`config.mk`:
```
export PLATFORM = sky130hd
export DESIGN_NAME = wavelet_split
export DESIGN_NICKNAME = d
export VERILOG_FILES = /design/src/rtl/wsplit_pkg.sv /design/src/rtl/wsplit_history.sv /design/src/rtl/wsplit_mac.sv /design/src/rtl/wavelet_split.sv
export SDC_FILE = /design/constraint.sdc
export NUM_CORES = 1
export LEC_CHECK = 0
export BUFFER_PORTS_ARGS = -buffer_cell sky130_fd_sc_hd__buf_2
export CAP_MARGIN = 20
export CORE_AREA = 5 5 255 257
export CTS_BUF_LIST = sky130_fd_sc_hd__clkbuf_8
export DETAILED_ROUTE_END_ITERATION = 16
export DIE_AREA = 0 0 260 262
export PLACE_DENSITY = 0.87
export SLEW_MARGIN = 10
export SYNTH_ARGS = -nofsm -noshare
export SYNTH_HDL_FRONTEND = slang
export SYNTH_HIERARCHICAL = 1
export SYNTH_SLANG_ARGS = --single-unit
export TNS_END_PERCENT = 30
```
`constraint.sdc`:
```
create_clock -name clk -period 13.5 [get_ports clk]
set_clock_uncertainty 0.1 [all_clocks]
set_input_delay 1.35 -clock clk [delete_from_list [all_inputs] [get_ports clk]]
set_output_delay 1.35 -clock clk [all_outputs]
set_load 0.05 [all_outputs]
```
`src/rtl/wsplit_pkg.sv`:
```
package wsplit_pkg;

    typedef enum logic {
        PH_EVEN = 1'b0,
        PH_ODD  = 1'b1
    } pair_phase_e;

    function automatic int acc_bits(input int data_w, input int coef_w, input int taps);
        return data_w + coef_w + $clog2(taps);
    endfunction

endpackage

```
`src/rtl/wsplit_history.sv`:
```
module wsplit_history #(
    parameter int DEPTH  = 3,
    parameter int DATA_W = 16
) (
    input  logic                          clk,
    input  logic                          rst_n,
    input  logic                          shift_en,
    input  logic [DATA_W-1:0]             din,
    output logic [DEPTH-1:0][DATA_W-1:0]  win_nx
);

    logic [DEPTH-1:0][DATA_W-1:0] win_d, win_q;

    always_comb begin
        win_d = win_q;
        if (shift_en) begin
            win_d = {win_q[DEPTH-2:0], din};
        end
    end

    always_ff @(posedge clk) begin
        if (!rst_n) begin
            win_q <= '0;
        end else begin
            win_q <= win_d;
        end
    end

    assign win_nx = win_d;

    AST_NEWEST_SAMPLE: assert property (@(posedge clk) disable iff (!rst_n)
        shift_en |=> (win_q[0] == $past(din)));
    AST_WINDOW_HOLD: assert property (@(posedge clk) disable iff (!rst_n)
        !shift_en |=> $stable(win_q));

endmodule

```
`src/rtl/wsplit_mac.sv`:
```
module wsplit_mac #(
    parameter int DATA_W = 16,
    parameter int COEF_W = 16,
    parameter int TAPS   = 2
) (
    input  logic [TAPS-1:0][DATA_W-1:0] samp,
    input  logic [TAPS-1:0][COEF_W-1:0] coef,
    output logic [DATA_W-1:0]           result
);

    localparam int ACC_W = wsplit_pkg::acc_bits(DATA_W, COEF_W, TAPS);
    localparam int FRAC  = COEF_W - 1;
    localparam logic signed [ACC_W-1:0] HALF    = ACC_W'(1) << (FRAC - 1);
    localparam logic signed [ACC_W-1:0] OUT_MAX = {{(ACC_W-DATA_W+1){1'b0}}, {(DATA_W-1){1'b1}}};
    localparam logic signed [ACC_W-1:0] OUT_MIN = {{(ACC_W-DATA_W+1){1'b1}}, {(DATA_W-1){1'b0}}};

    logic signed [ACC_W-1:0] acc, sx, cx, rnd, shf;

    always_comb begin
        acc = '0;
        for (int j = 0; j < TAPS; j++) begin
            sx  = ACC_W'($signed(samp[j]));
            cx  = ACC_W'($signed(coef[j]));
            acc = acc + sx * cx;
        end
        rnd = acc + HALF;
        shf = rnd >>> FRAC;
        if (shf > OUT_MAX) begin
            result = OUT_MAX[DATA_W-1:0];
        end else if (shf < OUT_MIN) begin
            result = OUT_MIN[DATA_W-1:0];
        end else begin
            result = shf[DATA_W-1:0];
        end
    end

endmodule

```
`src/rtl/wavelet_split.sv`:
```
module wavelet_split #(
    parameter int                       DATA_W  = 16,
    parameter int                       COEF_W  = 16,
    parameter int                       TAPS    = 2,
    parameter logic [TAPS*COEF_W-1:0]   LP_TAPS = {TAPS{COEF_W'(23170)}}
) (
    input  logic              clk,
    input  logic              rst_n,
    input  logic              in_valid,
    output logic              in_ready,
    input  logic [DATA_W-1:0] in_sample,
    output logic              out_valid,
    output logic [DATA_W-1:0] out_approx,
    output logic [DATA_W-1:0] out_detail
);
    import wsplit_pkg::*;

    localparam int HIST = TAPS + 1;
    localparam logic [TAPS-1:0][COEF_W-1:0] LP_ARR = LP_TAPS;

    typedef struct packed {
        pair_phase_e       phase;
        logic              ready;
        logic              ovalid;
        logic [DATA_W-1:0] lo;
        logic [DATA_W-1:0] hi;
    } ctl_t;

    ctl_t st_d, st_q;
    logic accept;
    logic [HIST-1:0][DATA_W-1:0] win_nx;
    logic [TAPS-1:0][COEF_W-1:0] hp_taps;
    logic [DATA_W-1:0] lo_res, hi_res;

    assign accept = in_valid && st_q.ready;

    // Quadrature-mirror derivation of the high-pass taps
    for (genvar n = 0; n < TAPS; n++) begin : g_qmf
        if (n % 2 == 0) begin : g_pos
            assign hp_taps[n] = LP_ARR[TAPS-1-n];
        end else begin : g_neg
            assign hp_taps[n] = -LP_ARR[TAPS-1-n];
        end
    end

    wsplit_history #(.DEPTH(HIST), .DATA_W(DATA_W)) u_hist (
        .clk      (clk),
        .rst_n    (rst_n),
        .shift_en (accept),
        .din      (in_sample),
        .win_nx   (win_nx)
    );

    // Low branch: window ending at the even sample (slots 1..TAPS)
    wsplit_mac #(.DATA_W(DATA_W), .COEF_W(COEF_W), .TAPS(TAPS)) u_mac_lo (
        .samp   (win_nx[TAPS:1]),
        .coef   (LP_ARR),
        .result (lo_res)
    );

    // High branch: window ending at the odd sample (slots 0..TAPS-1)
    wsplit_mac #(.DATA_W(DATA_W), .COEF_W(COEF_W), .TAPS(TAPS)) u_mac_hi (
        .samp   (win_nx[TAPS-1:0]),
        .coef   (hp_taps),
        .result (hi_res)
    );

    always_comb begin
        st_d        = st_q;
        st_d.ready  = 1'b1;
        st_d.ovalid = 1'b0;
        if (accept) begin
            if (st_q.phase == PH_EVEN) begin
                st_d.phase = PH_ODD;
            end else begin
                st_d.phase  = PH_EVEN;
                st_d.ovalid = 1'b1;
                st_d.lo     = lo_res;
                st_d.hi     = hi_res;
            end
        end
    end

    always_ff @(posedge clk) begin
        if (!rst_n) begin
            st_q <= '{phase: PH_EVEN, ready: 1'b0, ovalid: 1'b0, lo: '0, hi: '0};
        end else begin
            st_q <= st_d;
        end
    end

    assign in_ready   = st_q.ready;
    assign out_valid  = st_q.ovalid;
    assign out_approx = st_q.lo;
    assign out_detail = st_q.hi;

    AST_STROBE_AFTER_ACCEPT: assert property (@(posedge clk) disable iff (!rst_n)
        out_valid |-> $past(in_valid && in_ready));
    AST_STROBE_SPACED: assert property (@(posedge clk) disable iff (!rst_n)
        out_valid |=> !out_valid);
    AST_HOLD_BETWEEN: assert property (@(posedge clk) disable iff (!rst_n)
        !out_valid |-> ($stable(out_approx) && $stable(out_detail)));
    AST_IDLE_PHASE: assert property (@(posedge clk) disable iff (!rst_n)
        !(in_valid && in_ready) |=> $stable(st_q.phase));

endmodule

```
Word-level counts from Yosys, hierarchy flattened --
Cells that the tools add are included.
Word-level totals: register bits after elaboration 83, latch bits 0, bits in writable memories 0, bits in read-only memories 0, bits of input ports 19, output and inout port bits 34, logic and storage cells 32, memories 0
Operators by class: $add $sub $neg 4, multipliers 4, divide/modulo/power cells 0, order comparisons 4, equal/unequal tests 0, shift-type cells 0, mux-type cells 9, bitwise logic cells 0, reductions and logical operators 3
Operators with widths (number):
- $mul A16 B15 Y31 const B | 4
- $add A33 B16 Y33 const B | 2
- $add A33 B33 Y33 | 2
- $mux W33 | 2
- $mux W16 | 4
- $mux W48 | 1
- $gt A18 B16 Y1 const B | 2
- $lt A18 B16 Y1 const B | 2
- $mux W34 | 1
- $reduce_and A2 Y1 | 2
- $logic_and A1 B1 Y1 | 1
- $mux W1 | 1

Longest topological paths before layout --
depth after elaboration 11, mapped depth 35, depth with buffers taken out 31

Modules after synthesis --
The synthesis kept the hierarchy.
Modules (own cells, without submodules):
- wsplit_mac at u_mac_lo | times used 1, cells an instance 2131, area an instance 19980.4 um^2, seq. area each 0.0 um^2
- wsplit_mac at u_mac_hi | times used 1, cells an instance 2084, area an instance 19764.0 um^2, seq. area each 0.0 um^2
- wsplit_history | times used 1, cells an instance 154, area an instance 1939.4 um^2, seq. area each 960.9 um^2
- wavelet_split | times used 1, cells an instance 182, area an instance 1654.1 um^2, seq. area each 700.7 um^2

Least setup slack after synthesis --
OpenSTA, ideal clock, no wires.
path type input-to-reg, start input port in_valid, end register st_q (netlist bit out_detail[14]), setup time 0.119 ns, arrival time 9.268 ns, required time 13.281 ns, setup slack 4.013 ns, cell stages on the path 32, path buffers 5, cells stage by stage and2_2 buf_6 buf_6 mux2_4 clkbuf_1 nand2_1 fa_1 inv_1 fa_1 inv_1 fa_1 inv_1 fa_1 fa_1 fa_1 fa_1 inv_1 fa_1 inv_1 ha_1 clkbuf_1 a21oi_1 o21ai_1 a211oi_1 o31ai_1 a31oi_2 mux2_2 a211o_1 buf_6 a21o_1 nand2_1 mux2i_1
RTL lines:
- from (decl) | line wavelet_split.sv:9 | input logic in_valid,
- to (signal assigned) | line wavelet_split.sv:86 | st_q <= '{phase: PH_EVEN, ready: 1'b0, ovalid: 1'b0, lo: '0, hi: '0};
- to (signal assigned) | line wavelet_split.sv:88 | st_q <= st_d;
- to (decl) | line wavelet_split.sv:29 | ctl_t st_d, st_q;

==> flow_summary.json <==
{
  "postCtsHoldBufs": 0,
  "slew_headroom_pct": 28.2,
  "cp_top_family": "adder cells",
  "clock_path_buffers": 2,
  "final_common_cell": "inv_1",
  "root_buffer": "clkbuf_8",
  "io_pins": 53,
  "ys_seq_area_share_pct": 3.83,
  "worst-setup-path-type": "primary input to flop",
  "p_per_area_mw_per_mm2": 218,
  "start_kind": "primary input",
  "row_count": 92,
  "swShare_pct": 60.4,
  "vias_per_cell": 5.17,
  "hold_viol": 0,
  "timing.final.crit_share_pct": 80.3,
  "cp.required_ns": 13.73,
  "grtUsageTotal_pct": 30.9,
  "grt_pass1_wl_mm": 167,
  "rsz0062_at_grt": "false",
  "wl_per_cell_um": 16.9,
  "drive_gt1_share_pct": 3.11,
  "gr-total-overflow": 0,
  "syn_to_final_growth_pct": 5.23,
  "drv_cap": 0,
  "pwr-share-seq_pct": 3.0,
  "ys_seq_elements": 83,
  "cp_slowest_cell": "a2111oi_4",
  "synth_cell_type_count": 65,
  "final_antenna_net_count": 0,
  "initial_core_util_pct": 69.3,
  "die_y_um": 262,
  "first_pass_iters": 6,
  "htree_levels": 3,
  "grt_start_max_net_pins": 116,
  "cts_resized": 0,
  "crit_path_frequent_cell": "fa_1",
  "synth.cell_area_mm2": 0.0433,
  "p_comb_share_pct": 95.2,
  "path_buf_inv": 7,
  "fillCellCount": 4390,
  "setup_violations": 0,
  "worstSkewPairLatency_ns": 0.40,
  "power.total_uw": 9920,
  "p_switching_uw": 6000,
  "cts_tree": "done",
  "cts_setup_buffers": 0,
  "critPathArrivalTime_ns": 11.07,
  "p_int_uw": 3930,
  "final_nets": 6349,
  "place_congestion": 1.06,
  "slowest_delay_ns": 0.88,
  "grt_pass1_vias": 34100,
  "via_count": 29600,
  "drv_slew": 0,
  "worstSetupEndpointType": "flop",
  "dr.first_iter.drc_count": 1759,
  "synth_edf_count": 0,
  "cts.sinks": 83,
  "final_cell_mix": "inv_1 (1250), fa_1 (1168), nand2_1 (553)",
  "dieArea_mm2": 0.0681,
  "hp-class": "flop to flop",
  "peakVddDrop_uv": 953,
  "clkPwrFrac_pct": 1.8,
  "period_minus_slack_ns": 10.84,
  "numCtsBuffers": 9,
  "synth_flop_cell": "dfxtp_1",
  "dieWidth_um": 260,
  "cp_max_fo": 33,
  "drc": 0,
  "synth-warning-count": 6,
  "io_buffers": 52,
  "tns_ns": 0,
  "max_clock_freq_mhz": 92.3,
  "status": "finished clean",
  "syn_avg_cell_area_um2": 9.52,
  "async_reset_ff_share_pct": 0,
  "clk_pin_slew_worst_paths_ns": 0.10,
  "antenna_found_initial": 1,
  "leakagePower_uw": 0.0245,
  "core_mm2": 0.0625,
  "wirelength_mm": 96.9,
  "synth_cells": 4551,
  "tightestPinTransition_ns": 1.08,
  "dpl.hpwl_mm": 83.3
}
[registers in the layout, summed over array words and instances (netlist names)]
| register | cells |
|---|---|
| in_ready | 1 |
| out_valid | 1 |
| u_hist/win_q | 48 |
| st_q | 1 |
| out_approx | 16 |
| out_detail | 16 |
[cell type report]
cell class              count  area, µm²  area share (%)
diodes                      2       5.00          0.0110
clock inverters             6       48.8           0.107
flip-flops and latches     83       1660            3.64
clock buffers               9        124           0.272
repair buffers             59        315           0.691
well taps                 846       1060            2.32
inverters                1250       4690            10.3
multi-input cells        3473      37700            82.7
[routing by layer]
metal / up-vias / GRT usage [%] / share of wire, %
li1: 13100 / - / -
met1: 15200 / 39.6 / 37
met2: 1012 / 54.2 / 52
met3: 252 / 5.27 / 7.0
met4: 0 / 10.1 / 3.9
met5: - / 0 / 0
[cell usage after synthesis, types with 3 or more instances]
cell type,n,area [µm²]
inv_1,1250,4690
fa_1,1168,23400
nand2_1,553,2080
and2_1,551,3450
ha_1,286,3580
clkbuf_1,136,510
dfxtp_1,83,1660
xnor2_1,56,490
a21oi_1,47,235
nor2_1,45,169
mux2i_1,34,340
buf_4,32,240
mux2_2,29,327
nor2b_1,27,169
o21ai_0,27,135
a21o_1,25,188
mux2_4,20,300
nand2b_1,17,106
xor2_1,14,123
nand4_1,13,81.3
o21ai_2,12,105
nor3_1,10,50.1
buf_6,9,101
buf_2,8,40.0
and3_1,7,43.8
nand3_1,7,35.0
o211ai_1,6,45.0
o21ai_1,6,30.0
o31ai_1,6,45.0
a211oi_1,5,37.5
a31oi_1,5,31.3
o21a_1,5,37.5
or2_2,4,25.0
a21boi_0,3,22.5
buf_1,3,11.3
o21bai_1,3,22.5
[tightest hold or removal path: cells and delay by family, from the launching register on]
kind	cells	cell delay (ns)
AND/OR/NAND/NOR	1	0.05
flip-flops	1	0.32
multiplexers	1	0.05
[power groups by stage]
stage	Combinational, µW	Sequential (µW)	Clock, µW
finish	9450	300	180
global route	10400	302	195
CTS	9270	300	186
detailed placement	9220	304	0
global placement	8900	306	0
floorplan	7070	296	0
[stage by stage]
stage                     cells  setup WS [ns]  utilization, %  instance area (µm²)  hold WS [ns]
final                      5728           2.66            73.0                45600         0.362
after global routing       5726           2.15            73.0                45600         0.381
after CTS                  5726           2.84            73.0                45600         0.362
after detailed placement   5711           2.42            72.7                45400         0.344
after global placement     5711           2.67            72.7                45400         0.341
after floorplan            4997           4.01               -                45000         0.335
[cells by family after synthesis]
family,Yosys count,share of synthesized area [%]
muxes,83,2.23
adders and majority gates,1454,62.2
xor gates and xnor gates,71,1.45
AOI/OAI and AO/OA,175,2.77
buffers and inverters,1441,13.0
and+or+nand+nor,1242,14.4
DFF,83,3.83
other,2,0.0173
[worst paths after layout]
kind                      start             to  slack (ns)  depth (start not counted)
setup reg to reg       in_ready  out_detail[1]        3.31                         29
hold / removal    out_approx[8]  out_approx[8]        0.36                          2
setup / recovery       in_valid  out_detail[1]        2.66                         30
hold reg to reg   out_approx[8]  out_approx[8]        0.36                          2
No activity file was read; power rests on OpenSTA's default activity.
